File: src/rtl/dmac_pkg.sv
package dmac_pkg;

    typedef enum logic [2:0] {
        ST_IDLE,
        ST_DBASE,
        ST_DSIZE,
        ST_MRD,
        ST_SOUT,
        ST_SIN,
        ST_MWR
    } dmac_st_e;

    // flag positions in the descriptor size word
    localparam int FLG_EOT = 31;
    localparam int FLG_EOP = 30;
    localparam int FLG_JMP = 29;

    // run-state codes
    localparam logic [1:0] MODE_OFF   = 2'b00;
    localparam logic [1:0] MODE_RUN   = 2'b01;
    localparam logic [1:0] MODE_PAUSE = 2'b11;

    // register addresses
    localparam logic [1:0] RA_CMD = 2'd0;
    localparam logic [1:0] RA_STS = 2'd1;
    localparam logic [1:0] RA_TBL = 2'd2;
    localparam logic [1:0] RA_PTR = 2'd3;

endpackage

File: src/rtl/dmac_swap.sv
module dmac_swap #(
    parameter int DATA_W = 32
) (
    input  logic              big_end,
    input  logic [DATA_W-1:0] din,
    output logic [DATA_W-1:0] dout
);
    localparam int NB = DATA_W / 8;

    for (genvar i = 0; i < NB; i++) begin : g_byte
        assign dout[8*i +: 8] = big_end ? din[8*(NB-1-i) +: 8] : din[8*i +: 8];
    end
endmodule

File: src/rtl/dmac_regs.sv
module dmac_regs
    import dmac_pkg::*;
(
    input  logic        clk,
    input  logic        rst_n,
    input  logic        reg_wr,
    input  logic        reg_rd,
    input  logic [1:0]  reg_addr,
    input  logic [31:0] reg_wdata,
    output logic [31:0] reg_rdata,
    input  logic        eng_idle,
    input  logic        ev_eop,
    input  logic        ev_err,
    input  logic        ev_stop,
    input  logic [31:0] cur_ptr,
    output logic [1:0]  mode,
    output logic        dir,
    output logic        big_end,
    output logic [31:0] tbl_addr,
    output logic        start,
    output logic        irq
);
    typedef struct packed {
        logic [1:0]  mode;
        logic        be;
        logic        dir;
        logic [1:0]  sts;
        logic [31:0] tbl;
    } regs_t;

    regs_t q, d;
    logic  cmd_wr;

    always_comb begin
        d      = q;
        cmd_wr = reg_wr && (reg_addr == RA_CMD);
        if (cmd_wr) begin
            d.mode = reg_wdata[1:0];
            d.be   = reg_wdata[2];
            d.dir  = reg_wdata[3];
        end
        if (reg_wr && (reg_addr == RA_TBL)) begin
            d.tbl = {reg_wdata[31:2], 2'b00};
        end
        if (ev_stop) begin
            d.mode = MODE_OFF;
        end
        if (reg_rd && (reg_addr == RA_STS)) begin
            d.sts = 2'b00;
        end
        d.sts = d.sts | {ev_err, ev_eop};

        start = cmd_wr && (reg_wdata[1:0] == MODE_RUN) && eng_idle;

        unique case (reg_addr)
            RA_CMD:  reg_rdata = {28'd0, q.dir, q.be, q.mode};
            RA_STS:  reg_rdata = {30'd0, q.sts};
            RA_TBL:  reg_rdata = q.tbl;
            default: reg_rdata = cur_ptr;
        endcase
    end

    always_ff @(posedge clk or negedge rst_n) begin
        if (!rst_n) q <= '0;
        else        q <= d;
    end

    assign mode     = q.mode;
    assign dir      = q.dir;
    assign big_end  = q.be;
    assign tbl_addr = q.tbl;
    assign irq      = |q.sts;
endmodule

File: src/rtl/dmac_engine.sv
module dmac_engine
    import dmac_pkg::*;
#(
    parameter int LEN_W = 17
) (
    input  logic        clk,
    input  logic        rst_n,
    input  logic        run,
    input  logic        halt,
    input  logic        start,
    input  logic [31:0] tbl_addr,
    input  logic        dir,
    input  logic        mem_ack,
    input  logic        mem_err,
    input  logic [31:0] mem_rdata,
    input  logic [31:0] rd_conv,
    input  logic [31:0] in_conv,
    input  logic        smp_out_ready,
    input  logic        smp_in_valid,
    output logic        mem_req,
    output logic        mem_we,
    output logic [31:0] mem_addr,
    output logic [31:0] mem_wdata,
    output logic        smp_out_valid,
    output logic [31:0] smp_out_data,
    output logic        smp_in_ready,
    output logic        idle,
    output logic [31:0] cur_ptr,
    output logic        ev_eop,
    output logic        ev_err,
    output logic        ev_stop
);
    localparam int LEFT_W = LEN_W - 2;

    typedef struct packed {
        dmac_st_e          st;
        logic [31:0]       desc;
        logic [31:0]       base;
        logic [31:0]       ptr;
        logic [LEFT_W-1:0] left;
        logic              eop;
        logic              eot;
        logic [31:0]       data;
        logic              hold;
    } eng_t;

    eng_t q, d;
    logic fire, done, fail;

    always_comb begin
        d       = q;
        done    = 1'b0;
        fail    = 1'b0;
        ev_eop  = 1'b0;
        ev_err  = 1'b0;
        ev_stop = 1'b0;

        mem_req = ((q.st == ST_DBASE) || (q.st == ST_DSIZE) ||
                   (q.st == ST_MRD)   || (q.st == ST_MWR)) && (run || q.hold);
        mem_we  = (q.st == ST_MWR);
        unique case (q.st)
            ST_DBASE: mem_addr = q.desc;
            ST_DSIZE: mem_addr = q.desc + 32'd4;
            default:  mem_addr = q.ptr;
        endcase
        mem_wdata     = q.data;
        smp_out_valid = (q.st == ST_SOUT) && run;
        smp_out_data  = q.data;
        smp_in_ready  = (q.st == ST_SIN) && run;
        idle          = (q.st == ST_IDLE);
        cur_ptr       = q.ptr;

        fire   = mem_req && mem_ack;
        d.hold = mem_req && !mem_ack;

        if ((q.st != ST_IDLE) && halt && !q.hold) begin
            d.st = ST_IDLE;
        end else begin
            unique case (q.st)
                ST_IDLE: begin
                    if (start) begin
                        d.desc = tbl_addr;
                        d.st   = ST_DBASE;
                    end
                end
                ST_DBASE: begin
                    if (fire) begin
                        if (mem_err) fail = 1'b1;
                        else begin
                            d.base = mem_rdata;
                            d.st   = ST_DSIZE;
                        end
                    end
                end
                ST_DSIZE: begin
                    if (fire) begin
                        if (mem_err) fail = 1'b1;
                        else if (mem_rdata[FLG_JMP]) begin
                            d.desc = q.base;
                            d.st   = ST_DBASE;
                        end else if (mem_rdata[LEN_W-1:2] == '0) begin
                            fail = 1'b1;
                        end else begin
                            d.left = mem_rdata[LEN_W-1:2];
                            d.eop  = mem_rdata[FLG_EOP];
                            d.eot  = mem_rdata[FLG_EOT];
                            d.ptr  = q.base;
                            d.st   = dir ? ST_SIN : ST_MRD;
                        end
                    end
                end
                ST_MRD: begin
                    if (fire) begin
                        if (mem_err) fail = 1'b1;
                        else begin
                            d.data = rd_conv;
                            d.ptr  = q.ptr + 32'd4;
                            d.st   = ST_SOUT;
                        end
                    end
                end
                ST_SOUT: begin
                    if (smp_out_valid && smp_out_ready) begin
                        d.left = q.left - LEFT_W'(1);
                        if (q.left == LEFT_W'(1)) done = 1'b1;
                        else                      d.st = ST_MRD;
                    end
                end
                ST_SIN: begin
                    if (smp_in_valid && smp_in_ready) begin
                        d.data = in_conv;
                        d.st   = ST_MWR;
                    end
                end
                ST_MWR: begin
                    if (fire) begin
                        if (mem_err) fail = 1'b1;
                        else begin
                            d.ptr  = q.ptr + 32'd4;
                            d.left = q.left - LEFT_W'(1);
                            if (q.left == LEFT_W'(1)) done = 1'b1;
                            else                      d.st = ST_SIN;
                        end
                    end
                end
                default: d.st = ST_IDLE;
            endcase
        end

        if (done) begin
            ev_eop = q.eop || q.eot;
            if (q.eot) begin
                ev_stop = 1'b1;
                d.st    = ST_IDLE;
            end else begin
                d.desc = q.desc + 32'd8;
                d.st   = ST_DBASE;
            end
        end
        if (fail) begin
            ev_err  = 1'b1;
            ev_stop = 1'b1;
            d.st    = ST_IDLE;
        end
    end

    always_ff @(posedge clk or negedge rst_n) begin
        if (!rst_n) begin
            q    <= '0;
            q.st <= ST_IDLE;
        end else begin
            q <= d;
        end
    end
endmodule

File: src/rtl/dmac_channel.sv
module dmac_channel
    import dmac_pkg::*;
#(
    parameter int LEN_W  = 17,
    parameter int DATA_W = 32
) (
    input  logic              clk,
    input  logic              rst_n,
    input  logic              reg_wr,
    input  logic              reg_rd,
    input  logic [1:0]        reg_addr,
    input  logic [31:0]       reg_wdata,
    output logic [31:0]       reg_rdata,
    output logic              irq,
    output logic              mem_req,
    output logic              mem_we,
    output logic [31:0]       mem_addr,
    output logic [DATA_W-1:0] mem_wdata,
    input  logic              mem_ack,
    input  logic              mem_err,
    input  logic [DATA_W-1:0] mem_rdata,
    output logic              smp_out_valid,
    input  logic              smp_out_ready,
    output logic [DATA_W-1:0] smp_out_data,
    input  logic              smp_in_valid,
    output logic              smp_in_ready,
    input  logic [DATA_W-1:0] smp_in_data
);
    logic [1:0]        mode;
    logic              dir, big_end, start, eng_idle;
    logic              ev_eop, ev_err, ev_stop;
    logic [31:0]       tbl_addr, cur_ptr;
    logic [DATA_W-1:0] rd_conv, in_conv;
    logic              run, halt;

    assign run  = (mode == MODE_RUN);
    assign halt = (mode != MODE_RUN) && (mode != MODE_PAUSE);

    dmac_regs u_regs (
        .clk       (clk),
        .rst_n     (rst_n),
        .reg_wr    (reg_wr),
        .reg_rd    (reg_rd),
        .reg_addr  (reg_addr),
        .reg_wdata (reg_wdata),
        .reg_rdata (reg_rdata),
        .eng_idle  (eng_idle),
        .ev_eop    (ev_eop),
        .ev_err    (ev_err),
        .ev_stop   (ev_stop),
        .cur_ptr   (cur_ptr),
        .mode      (mode),
        .dir       (dir),
        .big_end   (big_end),
        .tbl_addr  (tbl_addr),
        .start     (start),
        .irq       (irq)
    );

    dmac_swap #(.DATA_W(DATA_W)) u_swap_rd (
        .big_end (big_end),
        .din     (mem_rdata),
        .dout    (rd_conv)
    );

    dmac_swap #(.DATA_W(DATA_W)) u_swap_in (
        .big_end (big_end),
        .din     (smp_in_data),
        .dout    (in_conv)
    );

    dmac_engine #(.LEN_W(LEN_W)) u_engine (
        .clk           (clk),
        .rst_n         (rst_n),
        .run           (run),
        .halt          (halt),
        .start         (start),
        .tbl_addr      (tbl_addr),
        .dir           (dir),
        .mem_ack       (mem_ack),
        .mem_err       (mem_err),
        .mem_rdata     (mem_rdata),
        .rd_conv       (rd_conv),
        .in_conv       (in_conv),
        .smp_out_ready (smp_out_ready),
        .smp_in_valid  (smp_in_valid),
        .mem_req       (mem_req),
        .mem_we        (mem_we),
        .mem_addr      (mem_addr),
        .mem_wdata     (mem_wdata),
        .smp_out_valid (smp_out_valid),
        .smp_out_data  (smp_out_data),
        .smp_in_ready  (smp_in_ready),
        .idle          (eng_idle),
        .cur_ptr       (cur_ptr),
        .ev_eop        (ev_eop),
        .ev_err        (ev_err),
        .ev_stop       (ev_stop)
    );
endmodule

File: config.mk
export PLATFORM = sky130hd
export DESIGN_NAME = dmac_channel
export DESIGN_NICKNAME = d
export VERILOG_FILES = /design/src/rtl/dmac_pkg.sv /design/src/rtl/dmac_swap.sv /design/src/rtl/dmac_regs.sv /design/src/rtl/dmac_engine.sv /design/src/rtl/dmac_channel.sv
export SDC_FILE = /design/constraint.sdc
export NUM_CORES = 1
export LEC_CHECK = 0
export BUFFER_PORTS_ARGS = -buffer_cell sky130_fd_sc_hd__buf_2
export CAP_MARGIN = 10
export CELL_PAD_IN_SITES_DETAIL_PLACEMENT = 0
export CELL_PAD_IN_SITES_GLOBAL_PLACEMENT = 1
export CORE_UTILIZATION = 43
export CTS_BUF_LIST = sky130_fd_sc_hd__clkbuf_4 sky130_fd_sc_hd__clkbuf_8 sky130_fd_sc_hd__clkbuf_16
export DETAILED_ROUTE_END_ITERATION = 6
export HOLD_SLACK_MARGIN = 0.03
export PLACE_DENSITY_LB_ADDON = 0.08
export SLEW_MARGIN = 10
export SYNTH_ARGS = -nofsm -noshare
export SYNTH_HDL_FRONTEND = slang
export SYNTH_SLANG_ARGS = --single-unit
File: constraint.sdc
create_clock -name clk -period 2.9 [get_ports clk]
set_clock_uncertainty 0.1 [all_clocks]
set_input_delay 0.145 -clock clk [delete_from_list [all_inputs] [get_ports clk]]
set_output_delay 0.145 -clock clk [all_outputs]
set_load 0.02 [all_outputs]
==> flow_metrics.env, run 1 <==
export IMPL_cts_made_buffers=17
export IMPL_gp_congestion=0.9450
export IMPL_cts_buffer_depth=2
export IMPL_synth_cells=1349
export IMPL_pre_cts_slack_ns=0.1941
export IMPL_critPathRequiredTime_ns=2.65
export IMPL_multi_input_area_um2=7123
export IMPL_crit_path_start="u_engine.q[146]"
export IMPL_hold_path_startpoint="smp_in_data[2]"
export IMPL_grt_max_degree=72
export IMPL_grt_pass1_wl_mm=71.13
export IMPL_yosys_top_cells_count="185 x dfrtp_1, 119 x o21ai_0, 99 x mux2_2"
export IMPL_stdcell_area_um2=15620
export IMPL_vias=12184
export IMPL_cts_max_level=4
export IMPL_p_clk_frac=0.364
export IMPL_post_route_period_util=0.9731
export IMPL_synth_seq_cells=185
export IMPL_startpoint_type="flop"
export IMPL_sequentialPowerShare=0.469
export IMPL_syn_nets=1460
export IMPL_syn_area_um2=12680
export IMPL_hold_viol_final=0
export IMPL_finalSetupViolations=0
export IMPL_clock_latency_ns=0.46
export IMPL_initial_core_util=0.4395
export IMPL_p_leak_nw=7.184
export IMPL_drt_iter0_drc=1187
export IMPL_grtUsageTotal=0.3106
export IMPL_die_area_um2=30190
export IMPL_synth_edf_count=0
export IMPL_dr_pass1_iters=5
export IMPL_synthTopCellsByArea="dfrtp_1 36%, mux2_2 8.8%, mux4_2 5.7%"
export IMPL_path_max_fanout=20
export IMPL_syn_avg_cell_area_um2=9.402
export IMPL_crit_path_end_kind="output pin"
export IMPL_regArea_um2=4639
export IMPL_cts_sinks=185
export IMPL_cts_clk_slew_worst_paths_ns=0.08
export IMPL_worstMarginPinSlew_ns=0.7609
export IMPL_fillerInstances=2704
export IMPL_slowest_delay_ns=0.62
export IMPL_power_switching_mw=2.132
export IMPL_routed_via_density=6.132
export IMPL_antenna_cells=0
export IMPL_io_buffers=238
export IMPL_wl_mm=46.71
export IMPL_maxSlewHeadroom=0.4880
export IMPL_yosysUniqueCellTypes=77
export IMPL_hold_class="input port to flop"
export IMPL_postPlaceCellArea_um2=14200
export IMPL_yosysTopAreaCell="dfrtp_1"
export IMPL_netlist_area_leader_share=0.3650
export IMPL_combPwrFrac=0.167
export IMPL_rows=62
export IMPL_synthMostInstantiatedCell="dfrtp_1"
export IMPL_crit_type="flop to output pin"
export IMPL_slowest_stage="dfrtp_1"
export IMPL_nets=1701
export IMPL_drc=0
export IMPL_grt_pass1_vias=11766
export IMPL_wl_per_cell_um=23.51
export IMPL_seq_area_frac_synth=0.3650
export IMPL_fp_dieH_um=173.7
export IMPL_synthFlopType="dfrtp_1"
export IMPL_fin_ws_ns=0.07812
export IMPL_gr_total_overflow=0
export IMPL_power_density_nw_per_um2=427.8
export IMPL_fmax_mhz=354.4
export IMPL_outcome="finished clean"
export IMPL_core_region_area_um2=28860
export IMPL_io_pins=239
export IMPL_antenna_found_initial=0
export IMPL_dp_hpwl_mm=34.39
export IMPL_die_w_um=173.7
export IMPL_power_switching_share=0.3191
export IMPL_cts_tree="yes"
export IMPL_period_needed_ns=2.822
export IMPL_area_growth_pct=23.13
export IMPL_yosysWarnings=0
export IMPL_path_cells="nor3b_2 > nor2_2 > buf_12 > a221o_1 > buf_2"
export IMPL_maxCapViolCount=0
export IMPL_cts_root_buffer="clkbuf_16"
export IMPL_r2r_start="u_engine.q[43]"
export IMPL_async_flop_share=1.000
export IMPL_slew_viol_final=0
export IMPL_ant_nets=0
export IMPL_arrival_ns=2.58
export IMPL_drive_gt1_frac=0.3269
export IMPL_vdd_drop_max_mv=0.4084
export IMPL_intPower_mw=4.549
[kinds of logic (layout without fill, tap and decap cells)]
family / count (synthesis) / after routing / share of synthesized area
buffers and inverters: 202 / 456 / 0.08040
multiplexers: 182 / 182 / 0.1850
flip-flops: 185 / 185 / 0.3650
AND/OR/NAND/NOR: 426 / 426 / 0.1783
XOR/XNOR: 3 / 3 / 0.002072
AO/OA/AOI/OAI: 346 / 346 / 0.1844
adder cells (fa/ha/maj): 5 / 5 / 0.004932
[flip-flops by register name, summed over array words and instances, names as in the netlist, named ones only]
name / count
u_engine.mem_wdata: 32
u_engine.cur_ptr: 30
u_regs.tbl_addr: 30
u_regs.dir: 1
u_regs.q: 2
u_regs.big_end: 1
u_engine.q: 85
u_regs.mode: 2
[metrics by stage]
step	TNS [ns]	hold slack [ns]	util	cells	total power, mW
6_report	0	0.04329	0.5412	1987	6.680
5_1_grt	-0.03361	0.03381	0.5412	1987	6.951
4_1_cts	0	0.03044	0.5384	1983	6.665
3_5_place_dp	0	0.09154	0.4922	1878	4.161
3_3_place_gp	0	0.09606	0.4922	1878	4.153
2_1_floorplan	0	-0.2506	-	1349	3.692
[path summary, 6_finish.rpt]
path	end	depth (start not counted)	slack, ns
worst max-delay path	mem_addr[12]	5	0.08
worst min-delay path	u_engine.mem_wdata[26]	3	0.04
worst max register to register	u_engine.q[123]	6	0.18
worst min register to register	u_regs.q[32]	2	0.41
max in group asynchronous	u_engine.q[140]	3	1.71
min in group asynchronous	u_engine.mem_wdata[22]	2	0.14
[area by class of cell]
cell class	instances	share of cell area
clock buffer	18	0.02772
clock inverter	14	0.009774
inverter	36	0.008652
multi-input combinational	962	0.4561
sequential	185	0.2971
tap	384	0.03076
timing repair buffer	388	0.1699
[power groups by stage]
stage               Combinational [mW]  Sequential, mW  Clock (mW)
global placement                 0.998            3.15           0
floorplan                        0.728            2.96           0
global route                      1.22            3.16        2.57
detailed placement                1.01            3.15           0
finish                            1.12            3.13        2.43
CTS                               1.09            3.11        2.47
[critical path: cells and delay by family (launching register included)]
| family | cells | cell delay [ns] |
|---|---|---|
| buf+inv | 2 | 0.39 |
| compound gates | 1 | 0.38 |
| simple gates | 2 | 0.72 |
| flops | 1 | 0.62 |
[routing by layer]
metal / global-route usage / routed length [um] / vias up / share of wire
li1: - / - / 5503 / -
met1: 0.4252 / 20140 / 5994 / 0.43
met4: 0.1195 / 1453 / 0 / 0.031
met5: 0 / 0 / - / 0
met3: 0.05373 / 3520 / 95 / 0.075
met2: 0.4897 / 21590 / 592 / 0.46
[placed cells by master (no fill, tap or decap), types with 14 or more instances in the layout]
cell           synthesis  routed
o21ai_0              119     119
nor2_1                73      71
nor4_1                21      19
a32oi_1               19      19
mux2i_1               51      51
nor3_1                31      29
nand2_1               86      86
dlygate4sd3_1          0      70
a21oi_1               53      53
mux2_2                99      99
nor2b_1               34      34
a22oi_1               18      18
mux4_2                32      32
buf_4                 65      69
clkbuf_16              0      17
a31oi_1               24      24
inv_1                 35      35
nand3_1               49      47
and3_1                14      14
buf_2                  8     236
dfrtp_1              185     177
nand4_1               29      29
[timing repair]
| item | in CTS | in global routing |
|---|---|---|
| hold buffers | 70 | 0 |
| endpoints found under the hold margin | 147 | 0 |
| pin swaps | 1 | 6 |
| endpoints found under the setup margin | 10 | 15 |
| gates resized for setup | 7 | 17 |
| buffers inserted | 3 | 4 |
Power figures use the tool's default switching activity.
==> run 2: changes to the inputs <==
--- a/config.mk
+++ b/config.mk
@@ -10,10 +10,10 @@
 export CELL_PAD_IN_SITES_DETAIL_PLACEMENT = 0
 export CELL_PAD_IN_SITES_GLOBAL_PLACEMENT = 1
 export CORE_UTILIZATION = 43
-export CTS_BUF_LIST = sky130_fd_sc_hd__clkbuf_4 sky130_fd_sc_hd__clkbuf_8 sky130_fd_sc_hd__clkbuf_16
 export DETAILED_ROUTE_END_ITERATION = 6
 export HOLD_SLACK_MARGIN = 0.03
 export PLACE_DENSITY_LB_ADDON = 0.08
+export SETUP_SLACK_MARGIN = 0.3
 export SLEW_MARGIN = 10
 export SYNTH_ARGS = -nofsm -noshare
 export SYNTH_HDL_FRONTEND = slang
==> flow_metrics.env, run 2 (synthesis gave the netlist of run 1 again) <==
export IMPL_die_area_um2=30190
export IMPL_critPathRequiredTime_ns=3.17
export IMPL_cts_tree="yes"
export IMPL_worstReg2RegEnd="u_engine.q[123]"
export IMPL_rrSetupSlack_ns=0.28
export IMPL_crit_path_end_kind="flop"
export IMPL_grtUsageTotal=0.3143
export IMPL_crit_path_start="u_engine.q[45]"
export IMPL_critical_path_buf_inv_count=1
export IMPL_wl_mm=47.38
export IMPL_slowest_delay_ns=0.55
export IMPL_worst_path_most_repeated_cell="or4_4"
export IMPL_fp_dieH_um=173.7
export IMPL_wl_per_cell_um=23.54
export IMPL_io_buffers=238
export IMPL_antenna_cells=0
export IMPL_gr_total_overflow=0
export IMPL_path_max_fanout=21
export IMPL_stdcell_area_um2=16050
export IMPL_routed_via_density=6.134
export IMPL_final_common_cell="buf_2"
export IMPL_largest_register="u_engine.q"
export IMPL_r2r_cells=6
export IMPL_area_growth_pct=26.58
export IMPL_drive_gt1_frac=0.3603
export IMPL_vias=12348
export IMPL_endpoint="u_engine.q[123]"
export IMPL_maxCapViolCount=0
export IMPL_whs_ns=0.03996
export IMPL_maxSlewHeadroom=0.5135
export IMPL_worstMarginPinSlew_ns=0.7298
export IMPL_dp_hpwl_mm=34.15
export IMPL_hold_viol_final=0
export IMPL_initial_core_util=0.4395
export IMPL_drt_iter0_drc=1073
export IMPL_postPlaceCellArea_um2=14130
export IMPL_path_cells="or4_4 > or4_4 > a2111o_1 > buf_12 > or3_1 > o211ai_1"
export IMPL_crit_type="flop to flop"
export IMPL_outcome="finished clean"
export IMPL_fillerInstances=2659
export IMPL_nets=1727
export IMPL_drc=0
export IMPL_power_density_nw_per_um2=423.7
export IMPL_final_cell_mix="233 x buf_2, 160 x dfrtp_1, 112 x o21ai_0"
export IMPL_grt_max_degree=82
export IMPL_tns_ns=0
export IMPL_cts_clk_slew_worst_paths_ns=0.08
export IMPL_cts_max_level=4
export IMPL_fmax_mhz=381.1
export IMPL_rows=62
export IMPL_p_leak_nw=7.386
export IMPL_io_pins=239
export IMPL_period_needed_ns=2.624
export IMPL_clock_latency_ns=0.45
export IMPL_ant_nets=0
export IMPL_arrival_ns=2.90
export IMPL_cts_made_buffers=17
export IMPL_grt_pass1_vias=11866
export IMPL_antenna_found_initial=0
export IMPL_largest_reg_flops=85
export IMPL_cp_depth=6
export IMPL_die_w_um=173.7
export IMPL_gp_congestion=0.9294
export IMPL_vdd_drop_max_mv=0.3860
export IMPL_cts_sinks=185
export IMPL_placed_cells=1870
export IMPL_instances_no_fill=2013
export IMPL_dr_pass1_iters=6
export IMPL_finalSetupViolations=0
export IMPL_core_region_area_um2=28860
export IMPL_slowest_stage="or4_4"
export IMPL_cts_buffer_depth=2
export IMPL_grt_setup_unrepaired="true"
export IMPL_hold_class="input port to flop"
export IMPL_r2r_start="u_engine.q[45]"
export IMPL_grt_pass1_wl_mm=72.22
export IMPL_slew_viol_final=0
export IMPL_post_route_period_util=0.9049
export IMPL_startpoint_type="flop"
export IMPL_path_delay_family="simple AND/OR/NAND/NOR gates"
export IMPL_cts_root_buffer="clkbuf_16"
-- run 2: cell type report --
| type | count | area, um2 | share of cell area |
|---|---|---|---|
| Sequential cell | 185 | 4661 | 0.2903 |
| Timing Repair Buffer | 414 | 2873 | 0.1789 |
| Clock inverter | 14 | 152.6 | 0.009508 |
| Clock buffer | 18 | 429.2 | 0.02673 |
| Multi-Input combinational cell | 962 | 7323 | 0.4562 |
| Inverter | 36 | 135.1 | 0.008417 |
| Tap cell | 384 | 480.5 | 0.02993 |
-- run 2: layer usage --
layer	up-vias	routed length (um)	share of wire	track usage
met3	83	3026	0.064	0.04934
met1	6160	20530	0.43	0.4277
met5	-	0	0	0
met4	0	1532	0.032	0.1148
met2	524	22290	0.47	0.5052
li1	5581	-	-	-
-- run 2: power breakdown --
part | internal, mW | switching, mW
Combinational | 0.636 | 0.666
Sequential | 2.80 | 0.332
Clock | 1.16 | 1.21
Total | 4.59 | 2.21
-- run 2: worst min-delay path, cell delays in order --
cell and delay, ns:
buf_2 0.08, mux4_2 0.21, mux2_2 0.13
-- run 2: worst min path at each step --
stage,from,to,slack [ns],depth (start not counted)
final,smp_in_data[26],u_engine.mem_wdata[26],0.04,3
after global routing,smp_in_data[2],u_engine.mem_wdata[26],0.03,3
after CTS,smp_in_data[17],u_engine.mem_wdata[9],0.03,3
after detailed placement,rst_n,u_engine.mem_wdata[15],0.14,1
after global placement,rst_n,u_engine.mem_wdata[22],0.14,1
after floorplan,rst_n,async pin,-0.25,0
-- run 2: per-stage QoR --
stage,worst slack [ns],utilization,power [mW]
after floorplan,0.3413,-,3.693
after global placement,0.2291,0.4897,4.145
after detailed placement,0.2186,0.4897,4.164
after CTS,0.2238,0.5411,6.675
after global routing,0.1986,0.5563,7.077
final,0.2758,0.5563,6.802
-- run 2: what timing repair did --
action                     CTS  global route
setup endpoints to repair   31            99
buffers inserted            16            29
pin swaps                    8            12
hold buffers                66             0
gates resized for setup     33            61
hold endpoints to repair   154             0
cloned                       0             0
==> run 3: changes to the inputs <==
--- a/config.mk
+++ b/config.mk
@@ -9,11 +9,13 @@
 export CAP_MARGIN = 10
 export CELL_PAD_IN_SITES_DETAIL_PLACEMENT = 0
 export CELL_PAD_IN_SITES_GLOBAL_PLACEMENT = 1
+export CORE_ASPECT_RATIO = 1.1
 export CORE_UTILIZATION = 43
 export DETAILED_ROUTE_END_ITERATION = 6
 export HOLD_SLACK_MARGIN = 0.03
 export PLACE_DENSITY_LB_ADDON = 0.08
 export SETUP_SLACK_MARGIN = 0.3
+export SKIP_CTS_REPAIR_TIMING = 1
 export SLEW_MARGIN = 10
 export SYNTH_ARGS = -nofsm -noshare
 export SYNTH_HDL_FRONTEND = slang
==> constraint.sdc (replaced) <==
create_clock -name clk -period 2.9 [get_ports clk]
set_clock_uncertainty 0.1 [all_clocks]
set_input_delay 0 -clock clk [delete_from_list [all_inputs] [get_ports clk]]
set_output_delay 0 -clock clk [all_outputs]
set_load 0.02 [all_outputs]
==> flow_metrics.env, run 3 (synthesis gave the netlist of run 1 again) <==
export IMPL_crit_path_end_kind="flop"
export IMPL_grt_pass1_vias=11464
export IMPL_cts_root_buffer="clkbuf_16"
export IMPL_cts_max_level=4
export IMPL_worstMarginPinSlew_ns=0.8213
export IMPL_regArea_um2=4649
export IMPL_largest_reg_flops=85
export IMPL_postPlaceCellArea_um2=14100
export IMPL_power_density_nw_per_um2=426.6
export IMPL_hold_path_startpoint="mem_err"
export IMPL_tns_ns=0
export IMPL_power_mw=6.875
export IMPL_multi_input_area_um2=7174
export IMPL_rows=65
export IMPL_io_pins=239
export IMPL_post_route_period_util=0.9341
export IMPL_die_area_um2=30190
export IMPL_gr_total_overflow=0
export IMPL_cts_clk_slew_worst_paths_ns=0.09
export IMPL_cts_made_buffers=17
export IMPL_largest_register="u_engine.q"
export IMPL_grtUsageTotal=0.3233
export IMPL_path_max_fanout=9
export IMPL_hold_class="input port to flop"
export IMPL_fp_dieH_um=182.1
export IMPL_fin_ws_ns=0.1912
export IMPL_cts_buffer_depth=2
export IMPL_maxSlewHeadroom=0.4524
export IMPL_dp_hpwl_mm=36.51
export IMPL_grt_max_degree=84
export IMPL_vdd_drop_max_mv=0.3389
export IMPL_crit_type="flop to flop"
export IMPL_arrival_ns=2.94
export IMPL_maxCapViolCount=0
export IMPL_fillerInstances=2586
export IMPL_drc=16
export IMPL_initial_core_util=0.4393
export IMPL_clock_latency_ns=0.45
export IMPL_r2r_cells=6
export IMPL_hold_depth=5
export IMPL_wl_mm=50.19
export IMPL_grt_setup_unrepaired="true"
export IMPL_final_core_utilization=0.5583
export IMPL_vias=12610
export IMPL_io_buffers=238
export IMPL_core_region_area_um2=28870
export IMPL_gp_congestion=0.9190
export IMPL_worstReg2RegEnd="u_engine.q[119]"
export IMPL_whs_ns=0.02037
export IMPL_antenna_found_initial=1
export IMPL_r2r_start="u_engine.q[46]"
export IMPL_critPathRequiredTime_ns=3.13
export IMPL_final_common_cell="buf_2"
export IMPL_cts_sinks=185
export IMPL_placed_cells=1859
export IMPL_grt_pass1_wl_mm=73.44
export IMPL_outcome="finished, violations left"
export IMPL_period_needed_ns=2.709
export IMPL_wl_per_cell_um=24.87
export IMPL_rrSetupSlack_ns=0.19
export IMPL_area_growth_pct=27.08
export IMPL_stdcell_area_um2=16120
export IMPL_die_w_um=165.8
export IMPL_p_leak_nw=7.373
export IMPL_finalSetupViolations=0
export IMPL_pre_cts_slack_ns=0.1600
export IMPL_cts_tree="yes"
export IMPL_drt_iter0_drc=1171
export IMPL_fmax_mhz=369.2
export IMPL_final_cell_mix="237 x buf_2, 169 x dfrtp_1, 113 x o21ai_0"
export IMPL_startpoint_type="flop"
export IMPL_instances_no_fill=2018
export IMPL_routed_via_density=6.249
export IMPL_nets=1747
export IMPL_slew_viol_final=0
export IMPL_ant_nets=0
export IMPL_violations="design-rule violations"
export IMPL_dr_pass1_iters=7
export IMPL_hold_viol_final=0
export IMPL_min_to="u_engine.q[148]"
export IMPL_drive_gt1_frac=0.3317
run 3: changes by cell type in the layout (fill, tap and decap cells not counted), sizes merged, moves of 2 or more:
| cell | delta |
|---|---|
| buf | -25 |
| clkbuf | -2 |
| dlygate4sd3 | +46 |
| inv | -2 |
run 3: how the worst max path moves through the flow:
stage | from | to | slack (ns) | cells after the start
floorplan | u_engine.q[45] | u_engine.q[132] | 0.36 | 6
global placement | u_engine.q[45] | u_engine.q[127] | 0.19 | 6
detailed placement | u_engine.q[43] | u_engine.q[135] | 0.16 | 6
CTS | u_engine.q[118] | mem_addr[29] | -0.07 | 7
global route | u_engine.q[46] | u_engine.q[127] | 0.12 | 6
finish | u_engine.q[46] | u_engine.q[119] | 0.19 | 6
run 3: layout make-up:
type / count / share of cell area
Antenna cell: 1 / 0.0001553
Clock buffer: 17 / 0.02639
Clock inverter: 15 / 0.01265
Inverter: 36 / 0.008384
Multi-Input combinational cell: 962 / 0.4451
Sequential cell: 185 / 0.2885
Tap cell: 368 / 0.02857
Timing Repair Buffer: 434 / 0.1903
run 3: metal layers:
layer,routed length [um],global-route usage
met3,4000,0.05704
met4,1347,0.1095
met5,0,0
met1,22040,0.4619
met2,22800,0.4944
run 3: worst max-delay path: stages (launching register included):
cell      delay [ns]
dfrtp_1         0.41
or4_4           0.54
or4_4           0.55
a2111o_2        0.56
buf_6           0.20
mux2i_1         0.14
o21ai_0         0.09
run 3: report_power, final:
part	switching [mW]	total (mW)	leakage, nW	internal, mW
logic	0.639	1.23	4.65	0.594
clock network	1.25	2.50	0.301	1.26
registers	0.353	3.14	2.43	2.79
